==> src/rtl/spi_sck_timebase_pkg.sv <==
package spi_sck_timebase_pkg;
  localparam int unsigned PSC_W  = 2;
  localparam int unsigned SC_W   = 4;
  localparam int unsigned MULT_W = 3;
  localparam int unsigned HALF_W = 17;  // 7 * 16384 half-period
  localparam int unsigned DLY_W  = 19;  // 7 * 65536 delay

  localparam int unsigned BAUD_PSC_LSB  = 16;
  localparam int unsigned BAUD_SC_LSB   = 0;
  localparam int unsigned SETUP_PSC_LSB = 22;
  localparam int unsigned SETUP_SC_LSB  = 12;
  localparam int unsigned HOLD_PSC_LSB  = 20;
  localparam int unsigned HOLD_SC_LSB   = 8;

  function automatic logic [MULT_W-1:0] baud_psc_mult(input logic [PSC_W-1:0] code);
    case (code)
      2'd0:    return MULT_W'(2);
      2'd1:    return MULT_W'(3);
      2'd2:    return MULT_W'(5);
      default: return MULT_W'(7);
    endcase
  endfunction

  // half of the baud scaler factor: 1,2,3 then 2^(n-1)
  function automatic logic [HALF_W-1:0] baud_sc_half(input logic [SC_W-1:0] code);
    if (code < SC_W'(3)) return HALF_W'(code) + HALF_W'(1);
    return HALF_W'(1) << (code - SC_W'(1));
  endfunction

  function automatic logic [MULT_W-1:0] dly_psc_mult(input logic [PSC_W-1:0] code);
    return {code, 1'b1};
  endfunction

  function automatic logic [DLY_W-1:0] dly_sc_mult(input logic [SC_W-1:0] code);
    return DLY_W'(2) << code;
  endfunction
endpackage

==> src/rtl/spi_sck_scale_decode.sv <==
module spi_sck_scale_decode
  import spi_sck_timebase_pkg::*;
#(
  parameter int unsigned ATTR_W = 32
) (
  input  logic [ATTR_W-1:0] attr_i,
  output logic [HALF_W-1:0] half_cnt_o,
  output logic [DLY_W-1:0]  setup_cnt_o,
  output logic [DLY_W-1:0]  hold_cnt_o
);
  localparam logic [ATTR_W-1:0] PSC_M = ATTR_W'((1 << PSC_W) - 1);
  localparam logic [ATTR_W-1:0] SC_M  = ATTR_W'((1 << SC_W) - 1);
  localparam logic [ATTR_W-1:0] USED_MASK =
      (PSC_M << BAUD_PSC_LSB) | (SC_M << BAUD_SC_LSB) |
      (PSC_M << SETUP_PSC_LSB) | (SC_M << SETUP_SC_LSB) |
      (PSC_M << HOLD_PSC_LSB) | (SC_M << HOLD_SC_LSB);

  logic [PSC_W-1:0] baud_psc, setup_psc, hold_psc;
  logic [SC_W-1:0]  baud_sc, setup_sc, hold_sc;
  logic             unused_attr;

  assign baud_psc  = attr_i[BAUD_PSC_LSB  +: PSC_W];
  assign baud_sc   = attr_i[BAUD_SC_LSB   +: SC_W];
  assign setup_psc = attr_i[SETUP_PSC_LSB +: PSC_W];
  assign setup_sc  = attr_i[SETUP_SC_LSB  +: SC_W];
  assign hold_psc  = attr_i[HOLD_PSC_LSB  +: PSC_W];
  assign hold_sc   = attr_i[HOLD_SC_LSB   +: SC_W];
  assign unused_attr = ^(attr_i & ~USED_MASK);

  assign half_cnt_o  = HALF_W'(baud_psc_mult(baud_psc)) * baud_sc_half(baud_sc);
  assign setup_cnt_o = DLY_W'(dly_psc_mult(setup_psc)) * dly_sc_mult(setup_sc);
  assign hold_cnt_o  = DLY_W'(dly_psc_mult(hold_psc)) * dly_sc_mult(hold_sc);
endmodule

==> src/rtl/spi_sck_interval.sv <==
module spi_sck_interval #(
  parameter int unsigned CNT_W = 19
) (
  input  logic             clk_i,
  input  logic             rst_ni,
  input  logic             start_i,
  input  logic [CNT_W-1:0] load_i,
  output logic             done_o
);
  logic [CNT_W-1:0] cnt_q;
  logic             busy_q;

  always_ff @(posedge clk_i or negedge rst_ni) begin
    if (!rst_ni) begin
      cnt_q  <= '0;
      busy_q <= 1'b0;
      done_o <= 1'b0;
    end else begin
      done_o <= 1'b0;
      if (busy_q) begin
        if (cnt_q == '0) begin
          busy_q <= 1'b0;
          done_o <= 1'b1;
        end else begin
          cnt_q <= cnt_q - 1'b1;
        end
      end else if (start_i) begin
        busy_q <= 1'b1;
        cnt_q  <= load_i - 1'b1;
      end
    end
  end
endmodule

==> src/rtl/spi_sck_half_gen.sv <==
module spi_sck_half_gen #(
  parameter int unsigned HALF_W = 17,
  parameter int unsigned EDGE_W = 6
) (
  input  logic              clk_i,
  input  logic              rst_ni,
  input  logic              start_i,
  input  logic [HALF_W-1:0] half_i,
  input  logic [EDGE_W-1:0] edges_i,
  output logic              lead_o,
  output logic              trail_o,
  output logic              done_o,
  output logic              busy_o
);
  logic [HALF_W-1:0] cnt_q, half_q;
  logic [EDGE_W-1:0] left_q;
  logic              phase_q;

  always_ff @(posedge clk_i or negedge rst_ni) begin
    if (!rst_ni) begin
      cnt_q   <= '0;
      half_q  <= '0;
      left_q  <= '0;
      phase_q <= 1'b0;
      busy_o  <= 1'b0;
      lead_o  <= 1'b0;
      trail_o <= 1'b0;
      done_o  <= 1'b0;
    end else begin
      lead_o  <= 1'b0;
      trail_o <= 1'b0;
      done_o  <= 1'b0;
      if (busy_o) begin
        if (cnt_q == '0) begin
          lead_o  <= ~phase_q;
          trail_o <= phase_q;
          phase_q <= ~phase_q;
          left_q  <= left_q - 1'b1;
          cnt_q   <= half_q - 1'b1;
          if (left_q == EDGE_W'(1)) begin
            busy_o <= 1'b0;
            done_o <= 1'b1;
          end
        end else begin
          cnt_q <= cnt_q - 1'b1;
        end
      end else if (start_i) begin
        if (edges_i == '0) begin
          done_o <= 1'b1;
        end else begin
          busy_o  <= 1'b1;
          cnt_q   <= half_i - 1'b1;
          half_q  <= half_i;
          left_q  <= edges_i;
          phase_q <= 1'b0;
        end
      end
    end
  end
endmodule

==> src/rtl/spi_sck_timebase.sv <==
module spi_sck_timebase
  import spi_sck_timebase_pkg::*;
#(
  parameter int unsigned ATTR_W = 32,
  parameter int unsigned EDGE_W = 6
) (
  input  logic              clk_i,
  input  logic              rst_ni,
  input  logic [ATTR_W-1:0] attr_i,
  input  logic              frame_start_i,
  input  logic [EDGE_W-1:0] frame_edges_i,
  input  logic              setup_start_i,
  input  logic              hold_start_i,
  output logic              sck_lead_o,
  output logic              sck_trail_o,
  output logic              frame_done_o,
  output logic              setup_done_o,
  output logic              hold_done_o
);
  localparam int unsigned N_DLY = 2;

  logic [HALF_W-1:0] half_cnt;
  logic [DLY_W-1:0]  dly_load [N_DLY];
  logic              dly_start[N_DLY];
  logic              dly_done [N_DLY];
  logic              frame_busy;

  spi_sck_scale_decode #(.ATTR_W(ATTR_W)) u_decode (
    .attr_i      (attr_i),
    .half_cnt_o  (half_cnt),
    .setup_cnt_o (dly_load[0]),
    .hold_cnt_o  (dly_load[1])
  );

  spi_sck_half_gen #(.HALF_W(HALF_W), .EDGE_W(EDGE_W)) u_half (
    .clk_i   (clk_i),
    .rst_ni  (rst_ni),
    .start_i (frame_start_i),
    .half_i  (half_cnt),
    .edges_i (frame_edges_i),
    .lead_o  (sck_lead_o),
    .trail_o (sck_trail_o),
    .done_o  (frame_done_o),
    .busy_o  (frame_busy)
  );

  assign dly_start[0] = setup_start_i;
  assign dly_start[1] = hold_start_i;

  for (genvar g = 0; g < N_DLY; g++) begin : g_dly
    spi_sck_interval #(.CNT_W(DLY_W)) u_ivl (
      .clk_i   (clk_i),
      .rst_ni  (rst_ni),
      .start_i (dly_start[g]),
      .load_i  (dly_load[g]),
      .done_o  (dly_done[g])
    );
  end

  assign setup_done_o = dly_done[0];
  assign hold_done_o  = dly_done[1];
endmodule

==> config.mk <==
export PLATFORM = sky130hd
export DESIGN_NAME = spi_sck_timebase
export DESIGN_NICKNAME = d
export VERILOG_FILES = /design/src/rtl/spi_sck_timebase_pkg.sv /design/src/rtl/spi_sck_scale_decode.sv /design/src/rtl/spi_sck_interval.sv /design/src/rtl/spi_sck_half_gen.sv /design/src/rtl/spi_sck_timebase.sv
export SDC_FILE = /design/constraint.sdc
export NUM_CORES = 1
export LEC_CHECK = 0
export BUFFER_PORTS_ARGS = -buffer_cell sky130_fd_sc_hd__buf_2
export CAP_MARGIN = 20
export CORE_UTILIZATION = 60
export DETAILED_ROUTE_END_ITERATION = 7
export GPL_TIMING_DRIVEN = 1
export MAX_ROUTING_LAYER = met4
export PLACE_DENSITY = 0.86
export SLEW_MARGIN = 20
export SYNTH_ARGS = -nofsm -noshare
export SYNTH_HDL_FRONTEND = slang
export SYNTH_SLANG_ARGS = --single-unit
==> constraint.sdc <==
create_clock -name clk_i -period 3.45 [get_ports clk_i]
set_clock_uncertainty 0.1 [all_clocks]
set_input_delay 0.8625 -clock clk_i [delete_from_list [all_inputs] [get_ports clk_i]]
set_output_delay 0.8625 -clock clk_i [all_outputs]
set_load 0.05 [all_outputs]
==> results.toml, run 1 <==
[status]
status = "stopped before the end"
lastStage = "5_1_grt"
error = "[ERROR GRT-0232] Routing congestion too high. Check the congestion heatmap in the GUI."

[synth]
ys_seq_area_frac = 0.2202
synth_edf_count = 0
syn_area_per_cell_um2 = 7.754
synth_flop_cell = "dfrtp_1"
synth.most_common_cell = "nand2_1"
yosysTopAreaCellShare = 0.2202
syn_inst = 1275
yosys-top-cells-area = "dfrtp_1 (22%), ha_1 (12%), fa_1 (9.1%)"
synthTopCellsByCount = "nand2_1 (188), inv_1 (132), nor2_1 (100)"
ys_ff_latch = 87
yosysTopAreaCell = "dfrtp_1"
synthArstFlopShare = 1.000
yosysWarnings = 0
synth_cell_types = 75
synth_area_mm2 = 0.009886
syn_nets = 1455

[placement]
portBuffers = 33
hpwl_um = 20480
gp_congestion = 0.8857

[global_routing]
grt_start_max_net_pins = 55
overflow = 46
grt_usage = 0.6981

[floorplan]
start_util = 0.6178
io_pins = 48
core.rowCount = 46
die_y_um = 130.4
die_w_um = 130.4

[clock_tree]
cts-root-buf = "clkbuf_16"
cts_buffers = 9
cts.sinks = 87
clockBufferDepth = 2
h-tree-depth = 3

[sta]
postGrtWorstEndpoint = "u_half.cnt_q[16]$_DFFE_PN0P_/D"
worst_endpoint_kind = "register input"
==> logic make-up after synthesis <==
family	Yosys count	share of synthesized area
flops	87	0.2202
buf+inv	180	0.07328
fa+ha+maj	137	0.2076
simple gates	492	0.2352
xor+xnor	48	0.04417
mux	22	0.02367
compound gates	309	0.1959
==> metrics by stage <==
stage	area [um2]	setup slack [ns]	std cells	util	TNS, ns
3_5_place_dp	12390	-1.842	1718	0.7743	-51.61
4_1_cts	13780	-1.302	1776	0.8614	-23.92
3_3_place_gp	12390	-1.680	1718	0.7743	-45.21
2_1_floorplan	10400	-1.424	1275	-	-22.65
==> per-layer routing <==
metal	track usage	GRT overflow
met2	0.8933	30
met4	0.7363	16
met1	0.6716	0
met5	-	-
met3	0.4604	0
==> what timing repair did <==
action | 4_1_cts
hold endpoints to repair | 0
hold buffers | 0
pin swaps | 75
gates resized for setup | 196
setup endpoints to repair | 51
buffers inserted | 47
==> run 2: changes to the inputs <==
- CORE_UTILIZATION: 60 -> 40
- MAX_ROUTING_LAYER: met4 -> default
- PLACE_DENSITY: 0.86 -> default
- PLACE_DENSITY_LB_ADDON: default -> 0.15
==> results.toml, run 2 <==
[finish]
area_delta_synth_final_pct = 45.77
reg_top3 = "g_dly.u_ivl.cnt_q: 38 flops, u_half.cnt_q: 17 flops, u_half.half_q: 17 flops"
antenna_cells = 0
top_register = "g_dly.u_ivl.cnt_q"
fin_nets = 1749
final_layout_size_suffix_gt1_frac = 0.3681
final_cell_mix = "buf_4 (267), nand2_1 (170), inv_1 (117), dfrtp_1 (87), nor2_1 (75)"
layout_commonest_cell = "buf_4"
largest_reg_flops = 38

[placement]
portBuffers = 33
gp_congestion = 0.8450
dp_slack_ns = -1.805
hpwl_um = 19360

[synth]
yosysTopAreaCellShare = 0.2202
yosysTopAreaCell = "dfrtp_1"
ys_ff_latch = 87
synthArstFlopShare = 1.000
synth_flop_cell = "dfrtp_1"
synthTopCellsByCount = "nand2_1 (188), inv_1 (132), nor2_1 (100)"
synth_cell_types = 75
syn_nets = 1455
syn_area_per_cell_um2 = 7.754
synth.most_common_cell = "nand2_1"
synth_edf_count = 0
syn_inst = 1275
ys_seq_area_frac = 0.2202
yosys-top-cells-area = "dfrtp_1 (22%), ha_1 (12%), fa_1 (9.1%)"
synth_area_mm2 = 0.009886
yosysWarnings = 0

[clock_tree]
clk_pin_slew_ns = 0.07
cts.sinks = 87
h-tree-depth = 3
cts_buffers = 9
cts-root-buf = "clkbuf_16"
clock_latency_ns = 0.34
cts_tree = "built"
clockBufferDepth = 2
cts_hold_buffers = 0

[floorplan]
core_area_mm2 = 0.02425
die_w_um = 159.2
start_util = 0.4077
core.rowCount = 57
io_pins = 48
die_y_um = 159.2
die_area_mm2 = 0.02535

[hold_path]
worstHoldPathCells = 1
min_path_type = "reg2reg"

[detailed_routing]
met1_length_um = 11930
drtAntennaViolNets = 0
num_vias = 9736
finalWirelength_um = 25920
dr.first_iter.drc_count = 494
wl_met2_um = 13250
vias_per_cell = 5.132
remaining_drc_errors = 0
dr.max_layer_used = "met4"
first_pass_iters = 5
post_drt_wl_per_cell_um = 13.67
wl_met3_um = 476

[sta]
rsz0062_at_grt = "yes"
fin_setup_tns_ns = -25.37
fin_crit_ns = 4.803
hold_violations = 0
max_freq_mhz = 208.2
setup_viol = 49
fin_crit_sh = 1.392
worst_slack_ns = -1.353
drv_slew = 0
slew_headroom = 0.5572
tightest_slew_ns = 0.6642

[setup_path]
cp-start-kind = "primary input"
crit_arrival_ns = 4.96
max_stage_delay_ns = 0.54
cpMaxStageDelayCell = "or4b_1"
endpoint_kind = "flop"
crit_path_max_fanout = 5
path_cells = "buf_12 -> inv_16 -> ha_4 -> nor2b_4 -> a21o_1 -> inv_1 -> o21ai_2 -> nor2b_4 -> nand2_2 -> fa_1 -> inv_2 -> ha_4 -> a211o_1 -> a211o_1 -> a211oi_2 -> o21ai_2 -> o31ai_4 -> nand3_2 -> or4b_1 -> a31oi_1"
required_ns = 3.61
r2r_cells = 9
crit_type = "in2reg"

[global_routing]
overflow = 0
grt_pass1_wl_um = 44660
grt_start_max_net_pins = 50
grt_pass1_vias = 9752
grt_usage = 0.2071
grt_antenna_before_repair = 0

[power_and_ir_drop]
ir_worst_vdd_uv = 247.9
power_leakage_nw = 6.594
power_per_cell_area_mw_per_mm2 = 355.7

[status]
status = "complete, but fails checks"
violations = "setup timing"

[job]
cap_violations = 0
==> run 2: cell counts after synthesis <==
No cell type changed its count.
==> run 2: kinds of logic after synthesis <==
kind of cell | share of synthesized area
compound gates | 0.1959
fa+ha+maj | 0.2076
simple gates | 0.2352
xor+xnor | 0.04417
buf+inv | 0.07328
mux | 0.02367
flops | 0.2202
==> run 2: final timing paths <==
kind                            slack, ns                        to                     from
worst max-delay path                -1.35          u_half.cnt_q[16]                attr_i[1]
worst min-delay path                 0.38             u_half.lead_o           u_half.phase_q
worst max register to register       0.43  g_dly[1].u_ivl.cnt_q[11]  g_dly[1].u_ivl.cnt_q[7]
worst min register to register       0.38             u_half.lead_o           u_half.phase_q
max in group asynchronous            2.13   g_dly[1].u_ivl.cnt_q[4]                   rst_ni
min in group asynchronous            0.44           u_half.cnt_q[1]                   rst_ni
==> run 2: per-layer routing <==
layer,vias up,global-route usage
met5,-,0
met4,0,0.05070
met3,23,0.01641
met2,114,0.3724
met1,4580,0.2681
li1,5019,-
==> run 2: through the flow <==
stage	power, W	utilization	hold slack [ns]	cell area [um2]	instances
floorplan	0.002849	-	0.3338	10400	1275
global placement	0.003548	0.5190	0.3587	12580	1834
detailed placement	0.003581	0.5190	0.3695	12580	1834
CTS	0.004974	0.5735	0.3833	13910	1880
global route	0.005495	0.5943	0.4040	14410	1897
finish	0.005126	0.5943	0.3767	14410	1897
==> run 2: cell type report <==
| class | instances | area (um2) |
|---|---|---|
| Sequential cell | 87 | 2177 |
| Tap cell | 324 | 405.4 |
| Multi-Input combinational cell | 1008 | 8329 |
| Timing Repair Buffer | 329 | 2628 |
| Clock inverter | 6 | 118.9 |
| Clock buffer | 9 | 225.2 |
| Fill cell | 2163 | 9838 |
| Inverter | 134 | 526.8 |
==> run 2: worst max-delay path, delay by kind of cell <==
family	cells	cell delay, ns
and+or+nand+nor	5	1.16
AOI/OAI and AO/OA	8	1.74
adders and majority gates	3	0.91
buffers and inverters	4	0.27
==> run 2: power by group <==
group          internal, W  switching [W]
clock             0.000712       0.000429
combinational      0.00124        0.00114
sequential         0.00130       0.000308
==> run 2: what timing repair did <==
action,in CTS,in global routing
pin swaps,97,68
resized for setup,171,95
buffers inserted,37,29
setup endpoints to repair,52,55
Power figures use the tool's default switching activity.
